<file path="src/rtl/rbm_pkg.sv">
package rbm_pkg;
  typedef enum logic {
    CAUSE_FULL    = 1'b0,
    CAUSE_TIMEOUT = 1'b1
  } close_cause_e;
endpackage

</file>
<file path="src/rtl/rbm_owner_tbl.sv">
// One hold bit per buffer: set on close, cleared by the consumer's release.
module rbm_owner_tbl #(
  parameter int NUM_BUFS = 4,
  parameter int IDX_W    = 2
) (
  input  logic                clk,
  input  logic                rst,
  input  logic                set_en,
  input  logic [IDX_W-1:0]    set_idx,
  input  logic                rel_en,
  input  logic [IDX_W-1:0]    rel_idx,
  output logic [NUM_BUFS-1:0] held
);
  for (genvar b = 0; b < NUM_BUFS; b++) begin : g_slot
    always_ff @(posedge clk) begin
      if (rst)
        held[b] <= 1'b0;
      else if (set_en && set_idx == IDX_W'(b))
        held[b] <= 1'b1;
      else if (rel_en && rel_idx == IDX_W'(b))
        held[b] <= 1'b0;
    end
  end

  // a release not colliding with a close frees the slot
  p_release_frees_r8: assert property (@(posedge clk) disable iff (rst)
    (rel_en && !(set_en && set_idx == rel_idx)) |=> !held[$past(rel_idx)]);
endmodule

</file>
<file path="src/rtl/rbm_gather_timer.sv">
// Gathering window: started by the first word of a buffer, stopped on close.
module rbm_gather_timer #(
  parameter int TMR_W = 16
) (
  input  logic             clk,
  input  logic             rst,
  input  logic             start,
  input  logic             stop,
  input  logic [TMR_W-1:0] limit,
  output logic             expire
);
  localparam logic [TMR_W-1:0] CNT_MAX = '1;

  logic             run;
  logic [TMR_W-1:0] cnt;

  always_ff @(posedge clk) begin
    if (rst || stop) begin
      run <= 1'b0;
      cnt <= '0;
    end else if (start) begin
      run <= 1'b1;
      cnt <= TMR_W'(1);
    end else if (run && cnt != CNT_MAX) begin
      cnt <= cnt + 1'b1;
    end
  end

  assign expire = run && (limit != '0) && (cnt >= limit);

  // a started window counts from one on the next cycle
  p_start_count_r4: assert property (@(posedge clk) disable iff (rst)
    (start && !stop) |=> (run && cnt == TMR_W'(1)));
endmodule

</file>
<file path="src/rtl/rbm_wr_port.sv">
// Registered memory write port with buffer base address generation.
module rbm_wr_port #(
  parameter int DATA_W    = 32,
  parameter int ADDR_W    = 32,
  parameter int IDX_W     = 2,
  parameter int FILL_W    = 12,
  parameter int BUF_BYTES = 8192,
  parameter int BASE_ADDR = 0
) (
  input  logic              clk,
  input  logic              rst,
  input  logic              wr_en,
  input  logic [IDX_W-1:0]  buf_idx,
  input  logic [FILL_W-1:0] word_pos,
  input  logic [DATA_W-1:0] wr_data,
  output logic              mem_we,
  output logic [ADDR_W-1:0] mem_addr,
  output logic [DATA_W-1:0] mem_wdata
);
  localparam int WORD_BYTES = DATA_W / 8;

  logic [ADDR_W-1:0] addr_nxt;

  assign addr_nxt = ADDR_W'(BASE_ADDR)
                  + ADDR_W'(buf_idx) * ADDR_W'(BUF_BYTES)
                  + ADDR_W'(word_pos) * ADDR_W'(WORD_BYTES);

  always_ff @(posedge clk) begin
    if (rst) mem_we <= 1'b0;
    else     mem_we <= wr_en;
  end

  always_ff @(posedge clk) begin
    if (wr_en) begin
      mem_addr  <= addr_nxt;
      mem_wdata <= wr_data;
    end
  end
endmodule

</file>
<file path="src/rtl/rx_ring_mgr.sv">
module rx_ring_mgr
  import rbm_pkg::*;
#(
  parameter int NUM_BUFS  = 4,
  parameter int BUF_BYTES = 8192,
  parameter int DATA_W    = 32,
  parameter int ADDR_W    = 32,
  parameter int BASE_ADDR = 0,
  parameter int TMR_W     = 16,
  parameter int OVR_W     = 16,
  localparam int IDX_W    = (NUM_BUFS > 1) ? $clog2(NUM_BUFS) : 1,
  localparam int BYTES_W  = $clog2(BUF_BYTES) + 1
) (
  input  logic               clk,
  input  logic               rst,
  input  logic [TMR_W-1:0]   cfg_timeout,
  input  logic               in_valid,
  input  logic [DATA_W-1:0]  in_data,
  output logic               in_ready,
  input  logic               rel_valid,
  input  logic [IDX_W-1:0]   rel_idx,
  output logic               mem_we,
  output logic [ADDR_W-1:0]  mem_addr,
  output logic [DATA_W-1:0]  mem_wdata,
  output logic               evt_valid,
  output logic [IDX_W-1:0]   evt_idx,
  output logic [BYTES_W-1:0] evt_bytes,
  output logic               evt_cause,
  output logic [OVR_W-1:0]   ovr_cnt
);
  localparam int WORD_BYTES = DATA_W / 8;
  localparam int BUF_WORDS  = BUF_BYTES / WORD_BYTES;
  localparam int FILL_W     = $clog2(BUF_WORDS) + 1;
  localparam logic [IDX_W-1:0] LAST_IDX = IDX_W'(NUM_BUFS - 1);
  localparam logic [OVR_W-1:0] OVR_MAX  = '1;

  logic [IDX_W-1:0]    wr_idx;
  logic [FILL_W-1:0]   fill;
  logic [NUM_BUFS-1:0] held;
  logic                accept, last_word, expire, close_now;
  logic [FILL_W-1:0]   fill_after;
  logic [IDX_W-1:0]    idx_next;
  close_cause_e        cause_now;

  assign in_ready   = !held[wr_idx];
  assign accept     = in_valid && in_ready;
  assign last_word  = accept && (fill == FILL_W'(BUF_WORDS - 1));
  assign close_now  = last_word || expire;
  assign fill_after = fill + FILL_W'(accept);
  assign idx_next   = (wr_idx == LAST_IDX) ? '0 : wr_idx + 1'b1;
  assign cause_now  = last_word ? CAUSE_FULL : CAUSE_TIMEOUT;

  rbm_owner_tbl #(.NUM_BUFS(NUM_BUFS), .IDX_W(IDX_W)) u_owner (
    .clk(clk), .rst(rst),
    .set_en(close_now), .set_idx(wr_idx),
    .rel_en(rel_valid), .rel_idx(rel_idx),
    .held(held)
  );

  rbm_gather_timer #(.TMR_W(TMR_W)) u_timer (
    .clk(clk), .rst(rst),
    .start(accept && fill == '0), .stop(close_now),
    .limit(cfg_timeout), .expire(expire)
  );

  rbm_wr_port #(
    .DATA_W(DATA_W), .ADDR_W(ADDR_W), .IDX_W(IDX_W), .FILL_W(FILL_W),
    .BUF_BYTES(BUF_BYTES), .BASE_ADDR(BASE_ADDR)
  ) u_wr (
    .clk(clk), .rst(rst),
    .wr_en(accept), .buf_idx(wr_idx), .word_pos(fill), .wr_data(in_data),
    .mem_we(mem_we), .mem_addr(mem_addr), .mem_wdata(mem_wdata)
  );

  always_ff @(posedge clk) begin
    if (rst) begin
      wr_idx <= '0;
      fill   <= '0;
    end else if (close_now) begin
      wr_idx <= idx_next;
      fill   <= '0;
    end else if (accept) begin
      fill   <= fill_after;
    end
  end

  always_ff @(posedge clk) begin
    if (rst) evt_valid <= 1'b0;
    else     evt_valid <= close_now;
  end

  always_ff @(posedge clk) begin
    if (rst) begin
      evt_idx   <= '0;
      evt_bytes <= '0;
      evt_cause <= 1'b0;
    end else if (close_now) begin
      evt_idx   <= wr_idx;
      evt_bytes <= BYTES_W'(fill_after) * BYTES_W'(WORD_BYTES);
      evt_cause <= cause_now;
    end
  end

  always_ff @(posedge clk) begin
    if (rst)
      ovr_cnt <= '0;
    else if (in_valid && !in_ready && ovr_cnt != OVR_MAX)
      ovr_cnt <= ovr_cnt + 1'b1;
  end

  // a refused offer never reaches memory
  p_refused_no_write_r7: assert property (@(posedge clk) disable iff (rst)
    (in_valid && !in_ready) |=> !mem_we);
  // byte counts stay within one buffer and a full close reports all of it
  p_evt_bytes_range_r3: assert property (@(posedge clk) disable iff (rst)
    evt_valid |-> (evt_bytes != '0 && evt_bytes <= BYTES_W'(BUF_BYTES)));
  p_full_bytes_r3: assert property (@(posedge clk) disable iff (rst)
    (evt_valid && evt_cause == CAUSE_FULL) |-> evt_bytes == BYTES_W'(BUF_BYTES));
  // after an event the ring points one past the closed buffer, which is held
  p_ring_advance_r6: assert property (@(posedge clk) disable iff (rst)
    evt_valid |-> (wr_idx == ((evt_idx == LAST_IDX) ? '0 : evt_idx + 1'b1)));
  // an event is only produced after words were taken
  p_no_empty_close_r5: assert property (@(posedge clk) disable iff (rst)
    evt_valid |-> $past(fill != '0 || accept));
  // refused offers step the counter until it saturates
  p_overrun_step_r9: assert property (@(posedge clk) disable iff (rst)
    (in_valid && !in_ready && ovr_cnt != OVR_MAX) |=> ovr_cnt == $past(ovr_cnt) + 1'b1);
endmodule

</file>
<file path="config.mk">
export PLATFORM = sky130hd
export DESIGN_NAME = rx_ring_mgr
export DESIGN_NICKNAME = d
export VERILOG_FILES = /design/src/rtl/rbm_pkg.sv /design/src/rtl/rbm_owner_tbl.sv /design/src/rtl/rbm_gather_timer.sv /design/src/rtl/rbm_wr_port.sv /design/src/rtl/rx_ring_mgr.sv
export SDC_FILE = /design/constraint.sdc
export NUM_CORES = 1
export LEC_CHECK = 0
export BUFFER_PORTS_ARGS = -buffer_cell sky130_fd_sc_hd__buf_2
export CORE_ASPECT_RATIO = 1.1
export CORE_MARGIN = 4
export CORE_UTILIZATION = 55
export CTS_BUF_LIST = sky130_fd_sc_hd__clkbuf_8
export CTS_CLUSTER_SIZE = 16
export DETAILED_ROUTE_END_ITERATION = 12
export PLACE_DENSITY = 0.86
export RECOVER_POWER = 25
export SLEW_MARGIN = 20
export SYNTH_ARGS = -nofsm -noshare
export SYNTH_HDL_FRONTEND = slang
export SYNTH_SLANG_ARGS = --single-unit
export TNS_END_PERCENT = 30
</file>
<file path="constraint.sdc">
create_clock -name clk -period 4.2 [get_ports clk]
set_input_delay 1.05 -clock clk [delete_from_list [all_inputs] [get_ports clk]]
set_output_delay 1.05 -clock clk [all_outputs]
set_load 0.02 [all_outputs]
</file>
==> results of run 1 <==
-- stage by stage --
| step | total power [µW] | cells | utilization | worst slack, ns | hold WS, ns |
|---|---|---|---|---|---|
| detailed placement | 1394 | 827 | 0.6416 | 0.6989 | 0.4560 |
| global route | 2469 | 859 | 0.6795 | 0.8217 | 0.5169 |
| global placement | 1387 | 827 | 0.6416 | 0.8405 | 0.4467 |
| floorplan | 1340 | 597 | - | 0.8031 | 0.4029 |
| CTS | 2400 | 859 | 0.6811 | 1.115 | 0.4810 |
| finish | 2382 | 859 | 0.6795 | 1.063 | 0.4915 |
-- power breakdown --
part,internal (µW),total (µW),switching (µW)
sequential,1180,1190,10.9
combinational,54.9,180,125
clock,589,1010,422
total,1820,2380,558
-- synth_stat cells, types with 5 or more instances --
master	number
nor4_1	17
xnor2_1	30
o311ai_0	6
nor3_2	10
buf_2	10
o21ai_0	11
inv_1	24
nor2b_1	18
or3_1	5
dfxtp_1	68
nor3_1	36
xor2_1	13
nand2_1	39
nand3_1	22
clkbuf_1	16
buf_4	20
nor2_1	29
and4_1	5
o211ai_1	6
ha_1	26
a22oi_1	7
edfxtp_1	46
nand4_1	27
a21oi_1	20
-- worst max-delay path, delay by kind of cell --
kind / cells / cell delay (ns)
AO/OA/AOI/OAI: 3 / 1.45
AND/OR/NAND/NOR: 2 / 0.51
adder cells (fa/ha/maj): 1 / 0.29
buffers and inverters: 2 / 0.13
-- kinds of logic after synthesis --
logic type | Yosys count | synth area share
AO/OA/AOI/OAI | 83 | 0.1016
other | 1 | 0.0006508
AND/OR/NAND/NOR | 228 | 0.2178
XOR/XNOR | 43 | 0.06536
adder cells (fa/ha/maj) | 26 | 0.05646
multiplexers | 6 | 0.01281
buffers and inverters | 77 | 0.06927
flip-flops | 114 | 0.4760
-- final cells by class --
cell class / count / share of cell area
flip-flops and latches: 114 / 0.4023
multi-input cells: 406 / 0.3954
repair buffers: 141 / 0.1041
clock buffers: 18 / 0.03634
well taps: 140 / 0.02570
clock inverters: 14 / 0.02184
inverters: 26 / 0.01432
-- layout by cell type, fill, tap and decap left out, types with 8 or more instances in the layout --
cell,n
ha_1,26
nor2_1,29
o21ai_0,11
nand2_1,39
clkbuf_1,13
xnor2_1,30
xor2_1,13
nor4_1,17
nor2b_1,18
nor3_2,10
inv_1,26
conb_1,20
dfxtp_1,68
edfxtp_1,46
a21oi_1,19
buf_4,8
nand4_1,27
buf_2,120
nor3_1,36
nand3_1,22
clkbuf_8,18
-- layer usage --
metal / part of all wire / global-route usage
met1: 0.42 / 0.2883
met2: 0.48 / 0.3784
met3: 0.088 / 0.06513
met4: 0.014 / 0.06736
met5: 0 / 0
-- final timing paths --
check                                startpoint           end  slack, ns  cells past startpoint
worst min register to register        evt_cause     evt_cause       0.49                      2
worst max-delay path            cfg_timeout[13]    evt_idx[0]       1.06                      8
worst min-delay path                  evt_cause     evt_cause       0.49                      2
worst max register to register        wr_idx[0]  evt_bytes[9]       1.10                      9
-- state kept, by name, indices dropped and copies added (netlist names), 2 cells and up --
| register | cells |
|---|---|
| u_wr.mem_wdata | 32 |
| ovr_cnt | 16 |
| u_timer.cnt | 16 |
| u_wr.mem_addr | 14 |
| evt_bytes | 12 |
| fill | 12 |
| u_owner.held | 4 |
| evt_idx | 2 |
| wr_idx | 2 |
==> impl_table.tex, run 1 <==
\begin{tabular}{lr}
\hline
Metric & Value \\
\hline
\multicolumn{2}{l}{\textbf{Die}} \\
\quad Die Span Y & 115.3 µm \\
\quad Initial core utilization & 0.5743 \\
\quad Die area & 12,180 µm² \\
\quad Width of the chip & 105.6 µm \\
\quad Number of ports placed on the die boundary & 154 \\
\quad Area of the placeable core & 10,030 µm² \\
\quad Number of rows created at floorplan & 38 \\
\multicolumn{2}{l}{\textbf{Synthesis}} \\
\quad Mean area per synthesized cell & 9.968 µm² \\
\quad Number of register bits inferred by synthesis & 114 \\
\quad Cell type with the highest aggregate area in the netlist & edfxtp\_1 \\
\quad Async set-reset flop share out of synthesis & 0 \\
\quad Post-synthesis sequential area ratio & 0.4760 \\
\quad Share of Yosys cell area claimed by the top area cell type & 0.2397 \\
\quad Summed instance area of the synthesized netlist & 5762 µm² \\
\quad Count of synthesis-stage warnings from yosys & 0 \\
\quad Leading post-synthesis cells by cell area & edfxtp\_1, dfxtp\_1, ha\_1 \\
\quad Most used DFF post-synth & dfxtp\_1 \\
\quad Netlist cell types & 61 \\
\quad Number of enable flip-flop cells after synthesis & 46 \\
\quad Number of cells produced by synthesis & 578 \\
\multicolumn{2}{l}{\textbf{Global routing}} \\
\quad Global-route wire length before repair & 22,070 µm \\
\quad Maximum number of pins on one net before global-route repair & 52 \\
\quad Vias in the first global route & 4,614 \\
\quad Number of antenna violations at the first check in global routing & 0 \\
\quad Grt total ovfl & 0 \\
\quad Overall Global Routing Usage & 0.2266 \\
\multicolumn{2}{l}{\textbf{Layout}} \\
\quad Area taken by multi-input logic gates & 2695 µm² \\
\quad Fill cell instance count of the final layout & 822 \\
\quad Layout overhead on the synthesized area & 18.31\% \\
\quad Net count of the finished layout & 786 \\
\quad Fin area & 6817 µm² \\
\quad Fraction of layout instances using a drive strength above 1 & 0.2448 \\
\quad Number of inserted diodes & 0 \\
\quad FF/Latch Area & 2743 µm² \\
\multicolumn{2}{l}{\textbf{Timing}} \\
\quad Minimum clock period & 3.137 ns \\
\quad Final setup violating endpoints & 0 \\
\quad RSZ-0062 raised after global routing & no \\
\quad Setup skew after layout & 0.007609 ns \\
\quad Slew of the pin with the lowest slew margin & 1.016 ns \\
\quad Number of hold violations in the final report & 0 \\
\quad Period utilization & 0.7469 \\
\quad Setup TNS after final layout & 0 ns \\
\quad Number of slew-limit violations in the final report & 0 \\
\quad Relative slew slack & 0.3203 \\
\quad Fmax & 318.8 MHz \\
\multicolumn{2}{l}{\textbf{Placement}} \\
\quad PortBufs & 133 \\
\quad Placed wire-length estimate & 10,180 µm \\
\quad Routability-driven placement congestion ratio & 0.8847 \\
\quad Area after DPL & 6436 µm² \\
\multicolumn{2}{l}{\textbf{Outcome}} \\
\quad Status & complete, no violations \\
\multicolumn{2}{l}{\textbf{Worst setup path}} \\
\quad Critical Setup Path Class & input pin to register \\
\quad CP required & 4.50 ns \\
\quad Largest driver fanout on the critical path & 10 \\
\quad Cells along the critical path & buf\_2, inv\_1, ha\_1, and4\_1, o211ai\_1, o32ai\_1, nor2\_1, o311ai\_0 \\
\quad Critical Path Start Type & input pin \\
\quad Critical Path AT & 3.44 ns \\
\quad Type of element capturing the critical path & register \\
\quad Slowest stage delay, CP & 0.90 ns \\
\quad Slowest cell on the critical path & o32ai\_1 \\
\multicolumn{2}{l}{\textbf{Drt}} \\
\quad Wire length reported by the detailed router & 13,880 µm \\
\quad Residual DRC count & 0 \\
\quad Detail-routed net length per standard cell & 16.16 µm \\
\quad DR iter-0 viols & 323 \\
\quad Detail Route Antenna Nets & 0 \\
\quad Detailed-router iteration count before antenna repair & 5 \\
\quad Via count normalized by instance count & 5.690 \\
\quad Routed vias & 4,888 \\
\multicolumn{2}{l}{\textbf{Clock tree}} \\
\quad H-tree depth reported by CTS & 4 \\
\quad Number of buffers inserted during clock tree synthesis & 17 \\
\quad Post-CTS Setup Bufs & 0 \\
\quad Maximum number of buffers from clock root to sink & 2 \\
\quad CTS Root Buffer Type & clkbuf\_8 \\
\quad \# resized after CTS & 0 \\
\quad Hold buffers post-CTS & 0 \\
\quad Clock slew at the register clock pins of the worst setup and hold paths & 0.06 ns \\
\quad Clock tree from TritonCTS & yes \\
\quad Worst skew pair latency & 0.42 ns \\
\quad CTS sink cnt & 114 \\
\multicolumn{2}{l}{\textbf{Power and ir drop}} \\
\quad Power density normalized to cell area & 349.5 nW/µm² \\
\quad Worst supply voltage drop on vdd & 0.1813 mV \\
\quad Leak pwr & 0.002705 µW \\
\multicolumn{2}{l}{\textbf{Job}} \\
\quad Max-cap violations & 0 \\
\multicolumn{2}{l}{\textbf{Worst hold path}} \\
\quad Type of the worst min-delay path & register to register \\
\hline
\end{tabular}
Note: power is estimated with default switching activity, not from simulation.
==> inputs of run 2 (changes only) <==
--- a/config.mk
+++ b/config.mk
@@ -8,11 +8,11 @@
 export BUFFER_PORTS_ARGS = -buffer_cell sky130_fd_sc_hd__buf_2
 export CORE_ASPECT_RATIO = 1.1
 export CORE_MARGIN = 4
-export CORE_UTILIZATION = 55
+export CORE_UTILIZATION = 49
 export CTS_BUF_LIST = sky130_fd_sc_hd__clkbuf_8
 export CTS_CLUSTER_SIZE = 16
 export DETAILED_ROUTE_END_ITERATION = 12
-export PLACE_DENSITY = 0.86
+export PLACE_DENSITY = 0.81
 export RECOVER_POWER = 25
 export SLEW_MARGIN = 20
 export SYNTH_ARGS = -nofsm -noshare
==> constraint.sdc (replaced) <==
create_clock -name clk -period 2.6 [get_ports clk]
set_input_delay 0.65 -clock clk [delete_from_list [all_inputs] [get_ports clk]]
set_output_delay 0.65 -clock clk [all_outputs]
set_load 0.02 [all_outputs]
==> run 2 against run 1 <==
Compared with the run above:
- sequential power up 61%
- sequential share of layout area is 1.3 points lower
- global-route usage shrank 2.2 points
- highest routed layer unchanged
- critical endpoint is now evt_bytes[10]
- combinational power increased by 69%
- final cell count rose by 2.8%
==> impl_table.tex, run 2 (same netlist as run 1, synthesis figures left out) <==
\begin{tabular}{lr}
\hline
Metric & Value \\
\hline
\multicolumn{2}{l}{\textbf{Worst setup path}} \\
\quad Slowest stage delay, CP & 0.53 ns (was 0.90 ns) \\
\quad Critical Setup Path Class & register to register (was input pin to register) \\
\quad Critical Path Sink & evt\_bytes[10] (was evt\_idx[0]) \\
\quad Critical register-to-register path endpoint & evt\_bytes[10] (was evt\_bytes[9]) \\
\quad Critical Path AT & 2.83 ns (was 3.44 ns) \\
\quad Slowest cell on the critical path & mux4\_2 (was o32ai\_1) \\
\quad Number of cells on the critical path & 10 (was 8) \\
\quad Cells along the critical path & mux4\_2, nand2b\_4, inv\_4, ha\_4, ha\_4, nand3\_1, nor2\_1, xnor2\_1, a2111o\_1, nand3\_1 (was buf\_2, inv\_1, ha\_1, and4\_1, o211ai\_1, o32ai\_1, nor2\_1, o311ai\_0) \\
\quad Type of element capturing the critical path & register (unchanged) \\
\quad CP required & 2.97 ns (was 4.50 ns) \\
\quad Number of cells on the worst reg-to-reg path & 10 (was 9) \\
\quad Origin of the worst setup path & wr\_idx[0] (was cfg\_timeout[13]) \\
\quad Critical Path Start Type & register (was input pin) \\
\quad Worst path bufs/invs & 1 (was 2) \\
\quad Largest delay contributor family on the critical path & simple AND/OR/NAND/NOR gates (was compound AO/OA/AOI/OAI gates) \\
\quad Flop-to-flop setup slack & 0.13 ns (was 1.10 ns) \\
\quad Launch point of the worst reg-to-reg path & wr\_idx[0] (unchanged) \\
\quad Largest driver fanout on the critical path & 7 (was 10) \\
\multicolumn{2}{l}{\textbf{Layout}} \\
\quad Fill cell instance count of the final layout & 932 (was 822) \\
\quad Reg with most FFs & u\_wr.mem\_wdata (unchanged) \\
\quad Net count of the finished layout & 800 (was 786) \\
\quad Number of inserted diodes & 0 (unchanged) \\
\quad Final std cells w/o fill & 883 (was 859) \\
\quad Max FFs per register & 32 (unchanged) \\
\quad Layout overhead on the synthesized area & 22.39\% (was 18.31\%) \\
\quad Most common cell after layout, fill and taps aside & buf\_2 (unchanged) \\
\quad Largest registers in the final layout & u\_wr.mem\_wdata x32, ovr\_cnt x16, u\_timer.cnt x16 (unchanged) \\
\quad Most used cells in the layout excluding fill and tap cells & buf\_2, dfxtp\_1, edfxtp\_1 (unchanged) \\
\quad Fraction of layout instances using a drive strength above 1 & 0.2674 (was 0.2448) \\
\multicolumn{2}{l}{\textbf{Timing}} \\
\quad Final setup violating endpoints & 0 (unchanged) \\
\quad Period utilization & 0.9482 \\
\quad Fmax & 405.6 MHz \\
\quad Minimum clock period & 2.465 ns \\
\quad RSZ-0062 raised after global routing & no (unchanged) \\
\quad Relative slew slack & 0.6482 (was 0.3203) \\
\quad WHS & 0.3997 ns (was 0.4915 ns) \\
\quad Slew of the pin with the lowest slew margin & 0.5144 ns (was 1.016 ns) \\
\quad Setup skew after layout & 0.01022 ns (was 0.007609 ns) \\
\quad Number of slew-limit violations in the final report & 0 (unchanged) \\
\quad Number of hold violations in the final report & 0 (unchanged) \\
\multicolumn{2}{l}{\textbf{Die}} \\
\quad Die area & 13,560 µm² (was 12,180 µm²) \\
\quad Die Span Y & 121.7 µm (was 115.3 µm) \\
\quad Initial core utilization & 0.5014 (was 0.5743) \\
\quad Number of rows created at floorplan & 41 (was 38) \\
\quad Number of ports placed on the die boundary & 154 (unchanged) \\
\quad Width of the chip & 111.4 µm (was 105.6 µm) \\
\quad Area of the placeable core & 11,490 µm² (was 10,030 µm²) \\
\multicolumn{2}{l}{\textbf{Drt}} \\
\quad Wire length reported by the detailed router & 14,010 µm (was 13,880 µm) \\
\quad Metal3 WL & 1100 µm (was 1216 µm) \\
\quad Via count normalized by instance count & 5.605 (was 5.690) \\
\quad Detailed-router iteration count before antenna repair & 5 (unchanged) \\
\quad Detail-routed net length per standard cell & 15.87 µm (was 16.16 µm) \\
\quad Met2 wirelength from detailed routing & 6796 µm (was 6605 µm) \\
\quad Residual DRC count & 0 (unchanged) \\
\quad DR iter-0 viols & 468 (was 323) \\
\quad Detail Route Antenna Nets & 0 (unchanged) \\
\quad Met1 routed wirelength after detailed routing & 5933 µm (was 5865 µm) \\
\quad Topmost layer with routed signal wires & met4 (unchanged) \\
\quad Routed vias & 4,949 (was 4,888) \\
\multicolumn{2}{l}{\textbf{Clock tree}} \\
\quad CTS sink cnt & 114 (unchanged) \\
\quad Clock slew at the register clock pins of the worst setup and hold paths & 0.07 ns (was 0.06 ns) \\
\quad H-tree depth reported by CTS & 4 (unchanged) \\
\quad CTS Root Buffer Type & clkbuf\_8 (unchanged) \\
\quad Worst skew pair latency & 0.42 ns (about the same) \\
\quad Number of buffers inserted during clock tree synthesis & 17 (unchanged) \\
\quad Post-CTS Setup Bufs & 0 (unchanged) \\
\quad Maximum number of buffers from clock root to sink & 2 (unchanged) \\
\quad Hold buffers post-CTS & 0 (unchanged) \\
\quad Clock tree from TritonCTS & yes (unchanged) \\
\multicolumn{2}{l}{\textbf{Power and ir drop}} \\
\quad Worst supply voltage drop on vdd & 0.3407 mV (was 0.1813 mV) \\
\quad Power density normalized to cell area & 577.4 nW/µm² (was 349.5 nW/µm²) \\
\quad Leak pwr & 0.002790 µW (was 0.002705 µW) \\
\multicolumn{2}{l}{\textbf{Placement}} \\
\quad Placed cell count & 851 (was 827) \\
\quad Placed wire-length estimate & 10,230 µm (was 10,180 µm) \\
\quad Routability-driven placement congestion ratio & 0.8935 (was 0.8847) \\
\quad PortBufs & 133 (unchanged) \\
\multicolumn{2}{l}{\textbf{Worst hold path}} \\
\quad Type of the worst min-delay path & input pin to register (was register to register) \\
\multicolumn{2}{l}{\textbf{Global routing}} \\
\quad Global-route wire length before repair & 22,230 µm (was 22,070 µm) \\
\quad Number of antenna violations at the first check in global routing & 0 (unchanged) \\
\quad Grt total ovfl & 0 (unchanged) \\
\quad Overall Global Routing Usage & 0.2043 (was 0.2266) \\
\quad Maximum number of pins on one net before global-route repair & 58 (was 52) \\
\quad Vias in the first global route & 4,560 (was 4,614) \\
\multicolumn{2}{l}{\textbf{Job}} \\
\quad Max-cap violations & 0 (unchanged) \\
\multicolumn{2}{l}{\textbf{Outcome}} \\
\quad Status & complete, no violations (unchanged) \\
\hline
\end{tabular}
## run 2: cell count changes in the layout (fill, tap and decap cells not counted), sizes merged
| cell | previous run | this run |
|---|---|---|
| bufinv | 3 | 5 |
| clkinvlp | 3 | 2 |
| buf | 128 | 139 |
| clkbuf | 31 | 34 |
| clkinv | 7 | 6 |
## run 2: how the worst min path moves through the flow
| stage | start | end | slack (ns) | cells past startpoint |
|---|---|---|---|---|
| CTS | in_data[15] | u_wr.mem_wdata[15] | 0.36 | 1 |
| finish | in_data[15] | u_wr.mem_wdata[15] | 0.40 | 1 |
| global placement | evt_cause | evt_cause | 0.44 | 2 |
| detailed placement | evt_cause | evt_cause | 0.48 | 2 |
| global route | in_data[31] | u_wr.mem_wdata[31] | 0.35 | 1 |
| floorplan | fill[3] | u_wr.mem_addr[5] | 0.40 | 0 |
## run 2: through the flow
step                      instance area, µm²  total power (µW)  setup slack, ns  setup TNS (ns)  utilization
after floorplan                         5897              2170         -0.02154        -0.06061            -
after global placement                  6615              2255        -0.001565       -0.001565       0.5757
after detailed placement                6615              2265          -0.1318          -1.832       0.5757
after CTS                               7063              4106          0.06386               0       0.6147
after global routing                    7052              4228         0.004021               0       0.6137
final                                   7052              4072           0.1347               0       0.6137
## run 2: power by group
part	internal [µW]	switching, µW
clock network	1150	697
registers	1910	17.7
logic	103	201
## run 2: metal layers
| metal | GRT usage | up-vias |
|---|---|---|
| met4 | 0.05247 | 0 |
| met3 | 0.06756 | 18 |
| met2 | 0.3450 | 233 |
| li1 | - | 2374 |
| met5 | 0 | - |
| met1 | 0.2540 | 2324 |
## run 2: repair_timing
| item | CTS | global route |
|---|---|---|
| pin swaps | 0 | 1 |
| gates cloned | 0 | 0 |
| setup endpoints to repair | 15 | 8 |
| resized for setup | 1 | 3 |
## run 2: cell type report
type,count,area [µm²],area share
Clock buffer,18,247.7,0.03513
Clock inverter,14,196.4,0.02786
Inverter,26,100.1,0.01419
Multi-Input combinational cell,406,2748,0.3896
Sequential cell,114,2746,0.3895
Tap cell,150,187.7,0.02661
Timing Repair Buffer,155,825.8,0.1171
